<file path="src/rtl/phy_mon_pkg.sv">
package phy_mon_pkg;

    typedef enum logic [2:0] {
        ST_IDLE,
        ST_PICK,
        ST_REQ,
        ST_WAIT,
        ST_NEXT,
        ST_DONE
    } seq_st_t;

    typedef enum logic [2:0] {
        RD_LIVE,
        RD_BASIC,
        RD_CTRL,
        RD_LINK,
        RD_RESOLVE
    } rd_kind_t;

    typedef struct packed {
        logic       link;
        logic       resolved;
        logic       fdx;
        logic [1:0] spd_raw;
    } spec_fields_t;

    function automatic logic [1:0] map_speed(input logic [1:0] raw);
        return (raw == 2'd3) ? 2'd0 : raw;
    endfunction

endpackage

</file>
<file path="src/rtl/phy_mon_wait.sv">
module phy_mon_wait #(
    parameter int WAIT_CYCLES = 16
) (
    input  logic clk,
    input  logic rst,
    input  logic start,
    output logic done
);
    localparam int TW = (WAIT_CYCLES > 1) ? $clog2(WAIT_CYCLES + 1) : 1;
    localparam logic [TW-1:0] LOAD = TW'(WAIT_CYCLES - 1);

    logic [TW-1:0] cnt;
    logic          busy;

    assign done = busy && (cnt == '0);

    always_ff @(posedge clk) begin
        if (rst) begin
            cnt  <= '0;
            busy <= 1'b0;
        end else if (start) begin
            cnt  <= LOAD;
            busy <= 1'b1;
        end else if (busy) begin
            if (cnt == '0) busy <= 1'b0;
            else           cnt  <= cnt - 1'b1;
        end
    end
endmodule

</file>
<file path="src/rtl/phy_mon_ports.sv">
module phy_mon_ports #(
    parameter int N     = 4,
    parameter int IDX_W = 2,
    parameter int CW    = 3
) (
    input  logic             clk,
    input  logic             rst,
    input  logic [IDX_W-1:0] sel,
    input  logic             mark_up,
    input  logic             mark_down,
    input  logic             latch_res,
    input  logic [1:0]       res_spd,
    input  logic             res_fdx,
    output logic [N-1:0]     alive,
    output logic [N-1:0]     gained,
    output logic [N-1:0]     lost,
    output logic [2*N-1:0]   speed,
    output logic [N-1:0]     fdx,
    output logic [CW-1:0]    alive_cnt
);
    for (genvar i = 0; i < N; i++) begin : g_port
        logic hit;
        assign hit = (sel == IDX_W'(i));

        always_ff @(posedge clk) begin
            if (rst) begin
                alive[i]         <= 1'b0;
                gained[i]        <= 1'b0;
                lost[i]          <= 1'b0;
                speed[2*i +: 2]  <= 2'd0;
                fdx[i]           <= 1'b0;
            end else begin
                gained[i] <= hit && mark_up;
                lost[i]   <= hit && mark_down;
                if (hit && mark_up)        alive[i] <= 1'b1;
                else if (hit && mark_down) alive[i] <= 1'b0;
                if (hit && latch_res) begin
                    speed[2*i +: 2] <= res_spd;
                    fdx[i]          <= res_fdx;
                end
            end
        end
    end

    always_comb begin
        alive_cnt = '0;
        for (int k = 0; k < N; k++) begin
            alive_cnt = alive_cnt + CW'(alive[k]);
        end
    end
endmodule

</file>
<file path="src/rtl/phy_link_monitor.sv">
module phy_link_monitor
    import phy_mon_pkg::*;
#(
    parameter int NUM_PORTS    = 4,
    parameter int PHY_ADDR_W   = 5,
    parameter int PHY_BASE     = 1,
    parameter int REG_W        = 5,
    parameter int DATA_W       = 16,
    parameter int REG_CTRL     = 0,
    parameter int REG_BASIC    = 1,
    parameter int REG_SPEC     = 17,
    parameter int ANEN_BIT     = 12,
    parameter int ANDONE_BIT   = 5,
    parameter int RSTDONE_BIT  = 6,
    parameter int LINK_BIT     = 10,
    parameter int RESOLVED_BIT = 11,
    parameter int FDX_BIT      = 13,
    parameter int SPD_LSB      = 14,
    parameter int MAX_READS    = 200,
    parameter int WAIT_CYCLES  = 16,
    localparam int CNT_W       = $clog2(NUM_PORTS + 1)
) (
    input  logic                   clk,
    input  logic                   rst,
    input  logic                   poll_go,
    output logic                   mgmt_req,
    output logic [PHY_ADDR_W-1:0]  mgmt_phy,
    output logic [REG_W-1:0]       mgmt_reg,
    input  logic                   mgmt_ack,
    input  logic [DATA_W-1:0]      mgmt_rdata,
    output logic [NUM_PORTS-1:0]   port_alive,
    output logic [NUM_PORTS-1:0]   link_gained,
    output logic [NUM_PORTS-1:0]   link_lost,
    output logic [2*NUM_PORTS-1:0] port_speed,
    output logic [NUM_PORTS-1:0]   port_full_dx,
    output logic [CNT_W-1:0]       live_count,
    output logic                   pass_done
);
    localparam int IDX_W = (NUM_PORTS > 1) ? $clog2(NUM_PORTS) : 1;
    localparam int RD_W  = $clog2(MAX_READS + 1);
    localparam logic [IDX_W-1:0] LAST_IDX = IDX_W'(NUM_PORTS - 1);
    localparam logic [RD_W:0]    READ_CAP = (RD_W + 1)'(MAX_READS);

    seq_st_t          st, st_n;
    rd_kind_t         kind, kind_n;
    logic [IDX_W-1:0] idx, idx_n;
    logic [RD_W-1:0]  reads, reads_n;
    logic             an_done_q, an_done_n;
    logic             mark_up, mark_down, latch_res, wait_go, wait_done;
    logic [RD_W:0]    reads_now;
    logic [CNT_W-1:0] alive_cnt;
    logic [CNT_W-1:0] live_q;
    logic             done_q;
    spec_fields_t     sf;

    assign sf.link     = mgmt_rdata[LINK_BIT];
    assign sf.resolved = mgmt_rdata[RESOLVED_BIT];
    assign sf.fdx      = mgmt_rdata[FDX_BIT];
    assign sf.spd_raw  = mgmt_rdata[SPD_LSB +: 2];

    assign reads_now = (kind == RD_RESOLVE) ? ({1'b0, reads} + 1'b1) : (RD_W + 1)'(1);

    always_comb begin
        st_n      = st;
        kind_n    = kind;
        idx_n     = idx;
        reads_n   = reads;
        an_done_n = an_done_q;
        mark_up   = 1'b0;
        mark_down = 1'b0;
        latch_res = 1'b0;
        wait_go   = 1'b0;
        case (st)
            ST_IDLE: if (poll_go) begin
                idx_n = '0;
                st_n  = ST_PICK;
            end
            ST_PICK: begin
                kind_n = port_alive[idx] ? RD_LIVE : RD_BASIC;
                st_n   = ST_REQ;
            end
            ST_REQ: if (mgmt_ack) begin
                case (kind)
                    RD_BASIC: begin
                        if (!mgmt_rdata[RSTDONE_BIT]) begin
                            st_n = ST_NEXT;
                        end else begin
                            an_done_n = mgmt_rdata[ANDONE_BIT];
                            kind_n    = RD_CTRL;
                        end
                    end
                    RD_CTRL: begin
                        if (!mgmt_rdata[ANEN_BIT] || an_done_q) kind_n = RD_LINK;
                        else                                   st_n   = ST_NEXT;
                    end
                    default: begin
                        if ((kind == RD_RESOLVE) || sf.link) begin
                            mark_up = (kind == RD_LINK);
                            reads_n = reads_now[RD_W-1:0];
                            if (sf.resolved || (reads_now >= READ_CAP)) begin
                                latch_res = 1'b1;
                                st_n      = ST_NEXT;
                            end else begin
                                wait_go = 1'b1;
                                st_n    = ST_WAIT;
                            end
                        end else begin
                            mark_down = (kind == RD_LIVE);
                            st_n      = ST_NEXT;
                        end
                    end
                endcase
            end
            ST_WAIT: if (wait_done) begin
                kind_n = RD_RESOLVE;
                st_n   = ST_REQ;
            end
            ST_NEXT: begin
                if (idx == LAST_IDX) begin
                    st_n = ST_DONE;
                end else begin
                    idx_n = idx + 1'b1;
                    st_n  = ST_PICK;
                end
            end
            ST_DONE: st_n = ST_IDLE;
            default: st_n = ST_IDLE;
        endcase
    end

    always_ff @(posedge clk) begin
        if (rst) begin
            st        <= ST_IDLE;
            kind      <= RD_BASIC;
            idx       <= '0;
            reads     <= '0;
            an_done_q <= 1'b0;
            live_q    <= '0;
            done_q    <= 1'b0;
        end else begin
            st        <= st_n;
            kind      <= kind_n;
            idx       <= idx_n;
            reads     <= reads_n;
            an_done_q <= an_done_n;
            done_q    <= (st == ST_DONE);
            if (st == ST_DONE) live_q <= alive_cnt;
        end
    end

    assign mgmt_req = (st == ST_REQ);
    assign mgmt_phy = PHY_ADDR_W'(PHY_BASE) + PHY_ADDR_W'(idx);

    always_comb begin
        case (kind)
            RD_BASIC: mgmt_reg = REG_W'(REG_BASIC);
            RD_CTRL:  mgmt_reg = REG_W'(REG_CTRL);
            default:  mgmt_reg = REG_W'(REG_SPEC);
        endcase
    end

    assign live_count = live_q;
    assign pass_done  = done_q;

    phy_mon_wait #(.WAIT_CYCLES(WAIT_CYCLES)) u_wait (
        .clk   (clk),
        .rst   (rst),
        .start (wait_go),
        .done  (wait_done)
    );

    phy_mon_ports #(.N(NUM_PORTS), .IDX_W(IDX_W), .CW(CNT_W)) u_ports (
        .clk       (clk),
        .rst       (rst),
        .sel       (idx),
        .mark_up   (mark_up),
        .mark_down (mark_down),
        .latch_res (latch_res),
        .res_spd   (map_speed(sf.spd_raw)),
        .res_fdx   (sf.fdx),
        .alive     (port_alive),
        .gained    (link_gained),
        .lost      (link_lost),
        .speed     (port_speed),
        .fdx       (port_full_dx),
        .alive_cnt (alive_cnt)
    );
endmodule

</file>
<file path="config.mk">
export PLATFORM = sky130hd
export DESIGN_NAME = phy_link_monitor
export DESIGN_NICKNAME = d
export VERILOG_FILES = /design/src/rtl/phy_mon_pkg.sv /design/src/rtl/phy_mon_wait.sv /design/src/rtl/phy_mon_ports.sv /design/src/rtl/phy_link_monitor.sv
export SDC_FILE = /design/constraint.sdc
export NUM_CORES = 1
export LEC_CHECK = 0
export BUFFER_PORTS_ARGS = -buffer_cell sky130_fd_sc_hd__buf_2
export CORE_ASPECT_RATIO = 0.9
export CORE_UTILIZATION = 40
export DETAILED_ROUTE_END_ITERATION = 10
export GPL_TIMING_DRIVEN = 0
export PLACE_DENSITY = 0.59
export SETUP_SLACK_MARGIN = 0.5
export SLEW_MARGIN = 0
export SYNTH_ARGS = -nofsm -noshare
export SYNTH_HDL_FRONTEND = slang
export SYNTH_SLANG_ARGS = --single-unit
</file>
<file path="constraint.sdc">
create_clock -name clk -period 6.15 [get_ports clk]
set_input_delay 0.9225 -clock clk [delete_from_list [all_inputs] [get_ports clk]]
set_output_delay 0.9225 -clock clk [all_outputs]
set_load 0.01 [all_outputs]
</file>
### Word-level counts from Yosys, hierarchy flattened

Cells that the tools add are included.
Widths: inputs -> output; s select.

* add/sub/neg operators: 7
* magnitude comparators: 2
* eq/ne operators: 23
* muxes and demuxes: 57
* bitwise operators: 2
* reductions and logical operators: 37

Operators by type and width (count)
* $mux 3: 12
* $mux 1: 31
* $pmux 3 s5: 1
* $logic_and 1x1->1: 13
* $eq 3x2->1 const B: 4
* $mux 4: 3
* $ne 3x3->1 const B: 4
* $pmux 3 s2: 2
* $reduce_bool 2->1: 6
* $pmux 5 s2: 1
* $add 8x1->9 const B: 1
* $eq 3x3->1 const B: 3
* $ge 9x8->1 const B: 1
* $mux 9: 1
* $pmux 3 s3: 1
* $reduce_and 4->1: 2
* $add 3x1->3: 2
* $eq 2x2->1 const B: 3
* $eq 3x1->1 const B: 2
* $logic_not 3->1: 2
* $mux 2: 3
* $ne 2x1->1 const B: 3
* $reduce_and 6->1: 1
* $logic_not 5->1: 1
* 19 further kinds: 25

* register bits: 51
* input bits: 20
* output and inout port bits: 39

### Longest topological paths before layout

* depth after elaboration: 11
* gate-level depth with buffers: 9
* depth with buffers taken out: 7

### Cells and area by module

A second synthesis with hierarchy kept.

* cells, all modules: 299
* area total of the unflattened synthesis: 2677.6 um^2

By module, submodules not included
* phy_link_monitor: times used 1, cells each 172, area each 1382.6 um^2, seq. area each 420.4 um^2
* phy_mon_ports: times used 1, cells each 93, area each 960.9 um^2, seq. area each 480.5 um^2
* phy_mon_wait: times used 1, cells each 34, area each 334.1 um^2, seq. area each 120.1 um^2

### Worst setup path after synthesis

Ideal clock, no wire load.

* path kind: input-to-reg
* from: input mgmt_rdata[11]
* to: register u_wait.cnt[4]
* data arrival time: 2.038 ns
* data required time: 6.034 ns
* path slack: 3.997 ns
* cell stages on the path: 5
* path buffers: 1
* cell sequence: a41o_1 -> or4_1 -> buf_6 -> a21o_4 -> and3_1

* cells in the longest elaborated chain, start to end: 7

Ends and longest elaborated chain
* start: declaration: RTL line phy_link_monitor.sv:30 `input logic [DATA_W-1:0] mgmt_rdata,`
* $logic_or 1x1->1: RTL line phy_link_monitor.sv:100 `if (sf.resolved || (reads_now >= READ_CAP)) begin`
* $mux 1: RTL line phy_link_monitor.sv:100
* $mux 1: RTL line phy_link_monitor.sv:97 `if ((kind == RD_RESOLVE) || sf.link) begin`
* $mux 1: RTL line phy_link_monitor.sv:83 `case (kind)`
* $mux 1: RTL line phy_link_monitor.sv:82 `ST_REQ: if (mgmt_ack) begin`
* $mux 1: RTL line phy_link_monitor.sv:73 `case (st)`
* $reduce_or 2->1 (no line)
* end signal: assignment: RTL line phy_mon_wait.sv:26 `else cnt <= cnt - 1'b1;`
* end: declaration: RTL line phy_mon_wait.sv:12 `logic [TW-1:0] cnt;`

No other way between the ends.
A chain may end at the register's enable or synchronous reset.

### Worst setup path after layout

* from: register st[1]
* to: output mgmt_req

* cells in the longest elaborated chain, start to end: 1

Ends and longest elaborated chain
* start: declaration: RTL line phy_link_monitor.sv:44 `seq_st_t st, st_n;`
* start signal: assignment: RTL line phy_link_monitor.sv:141 `st <= st_n;`
* $eq 3x2->1: RTL line phy_link_monitor.sv:151 `assign mgmt_req = (st == ST_REQ);`
* end: declaration: RTL line phy_link_monitor.sv:26 `output logic mgmt_req,`

No other way between the ends.

==> metrics <==
run status=finished clean; post_cts resized=0; DR DRC count=0; Reg clk slew, reported paths=0.10 ns; All-Layer GR Usage=0.177; layout cells sized above 1=0.251; total core area=6150 µm²; Sw Pwr=144 µW; VDD IR max=0.103 mV; top-level I/O count=59; GRT overflow=0; CTS tree=done; drt first pass iters=4; Worst setup EP type=primary output; pin count of the biggest net entering global routing=17; vias in the first global route=1964; clock network power share=0.341; Post-CTS Setup Repair Bufs=0; PortBufs=44; Fin Setup TNS=0 ns; CTS H-tree depth=2; Setup violations, final=0; worst-margin pin slew=0.848 ns; max_cap viols=0; area delta synth->final=16.9%; clock root buffer=clkbuf_8; Seq pwr share=0.580; Die H=78.0 µm; Clock Sinks=51; Worst Path Class, Setup=flop to primary output; sw frac=0.250; detailed-route wire length=5.59 mm; crit path time final=2.34 ns; placed wire-length estimate=4.20 mm; FF+latch area=1020 µm²; first-pass GRT wire length=9.35 mm; max-slew violations=0; Comb power frac=0.079; CP startpoint kind=flop; detailed-route via count=2144; ANT cells=0; Arr. time, crit path=1.42 ns; number of DRC markers in iteration 0=94; Multi-input gate area=1380 µm²; initial antenna violation count=0; Syn Inst Count=279; Seq/Total Area, Yosys=0.398; Ys Warns=0; Peak Freq=427 MHz; required time worst endpoint=5.23 ns; Avg Vias per Cell=5.08; Tcrit/Tclk final=0.381; Clock Skew=0.00785 ns; PD cells=192 nW/µm²; GPL Wtd Cong=0.765; Seq cells post-synth=51; Avg Inst Size Synth=9.20 µm²; Post-DP Area=2910 µm²; Yosys cell types=59; max_slew headroom=0.430; clk_lat worst skew=0.31 ns; synthesized cell area=2570 µm²; DRT antenna net count=0; leakage power=0.00136 µW; Design Area, Final=3000 µm²; most common cell after layout, fill and taps aside=dfxtp_1; CTS hold repair buffers=0; TritonCTS Buffers=5; post-synthesis async set-or-reset flop share=0; Initial Util=0.417; wire per inst=13.2 µm; width of the die=86.4 µm; row count=27; internal power=431 µW; unrepaired setup endpoints after global routing=false; most frequent cells in the layout=51 x dfxtp_1, 46 x buf_2, 27 x nand2_1, 19 x a21oi_1, 19 x nor2_1; Max FO, Critical Path=10; final net count=364; Max clock buf depth=2; HP Class=flop to flop; Hold Vio Cnt, Final=0; Post-synth EDFFs=0; ys flop type=dfxtp_1; die area=6740 µm²; Layout fillers=632
[state kept, by name (all words and copies together) (netlist names)]
register,cells
reads,8
u_ports.speed,8
u_wait.cnt,5
u_ports.alive,4
u_ports.fdx,4
u_ports.gained,4
u_ports.lost,4
kind,3
live_count,3
st,3
idx,2
an_done_q,1
pass_done,1
u_wait.busy,1
[routing by layer]
layer  global-route usage  routed length (µm)  share of wire  vias up
met3               0.0426                 220          0.039        4
met5                    0                   0              0        -
li1                     -                   -              -     1097
met1                0.246                2810           0.50     1005
met4               0.0400                  42         0.0075        0
met2                0.276                2520           0.45       38
[area by class of cell]
type,count,share of cell area
Multi-Input combinational cell,199,0.461
Sequential cell,51,0.340
Timing Repair Buffer,44,0.0734
Buffer,21,0.0446
Tap cell,87,0.0363
Clock buffer,6,0.0242
Inverter,12,0.0150
Clock inverter,2,0.00542
[path summary, 6_finish.rpt]
path | from | end | slack (ns) | cells after the start
hold reg to reg | u_ports.fdx[3] | u_ports.fdx[3] | 0.47 | 2
hold / removal | u_ports.fdx[3] | u_ports.fdx[3] | 0.47 | 2
setup reg to reg | reads[0] | u_wait.cnt[4] | 3.95 | 8
setup / recovery | st[1] | mgmt_req | 3.81 | 5
[cells in the mapped netlist (6+ instances only)]
library cell,count,area share
o21ai_0,11,0.021
nand2_1,27,0.039
buf_4,6,0.018
nand3_1,9,0.018
inv_1,11,0.016
clkbuf_1,9,0.013
mux2i_1,16,0.062
nand3b_1,6,0.018
and3_1,7,0.017
dfxtp_1,51,0.40
nor2_1,19,0.028
a21oi_1,19,0.037
ha_1,9,0.044
[worst max-delay path: stages (launching register included)]
cell     delay (ns)
dfxtp_1        0.31
buf_2          0.18
nor2b_1        0.20
nand2_1        0.09
inv_1          0.17
buf_2          0.17
[cells by family (layout without fill, tap and decap cells)]
kind of cell | after synthesis | in the layout | synth area share
AO/OA/AOI/OAI | 59 | 59 | 0.156
XOR/XNOR | 5 | 5 | 0.0171
adder cells (fa/ha/maj) | 10 | 10 | 0.0517
buffers and inverters | 33 | 85 | 0.0697
flip-flops | 51 | 51 | 0.398
multiplexers | 17 | 17 | 0.0712
other | 1 | 5 | 0.00146
AND/OR/NAND/NOR | 103 | 103 | 0.235
[per-stage QoR]
step | util | hold slack, ns | total power, µW | cells | setup slack, ns
final | 0.488 | 0.467 | 575 | 422 | 3.81
after floorplan | - | 0.461 | 373 | 283 | 4.00
after detailed placement | 0.473 | 0.449 | 386 | 414 | 3.69
after global routing | 0.488 | 0.491 | 603 | 422 | 3.67
after CTS | 0.488 | 0.469 | 583 | 422 | 3.81
after global placement | 0.473 | 0.449 | 386 | 414 | 3.71
[power by group through the flow]
stage / clock [µW] / combinational, µW / sequential (µW)
floorplan: 0 / 32.3 / 341
global placement: 0 / 45.0 / 341
detailed placement: 0 / 45.2 / 341
CTS: 204 / 45.4 / 334
global route: 219 / 50.1 / 334
finish: 196 / 45.3 / 334
Note: power is estimated with default switching activity, not from simulation.
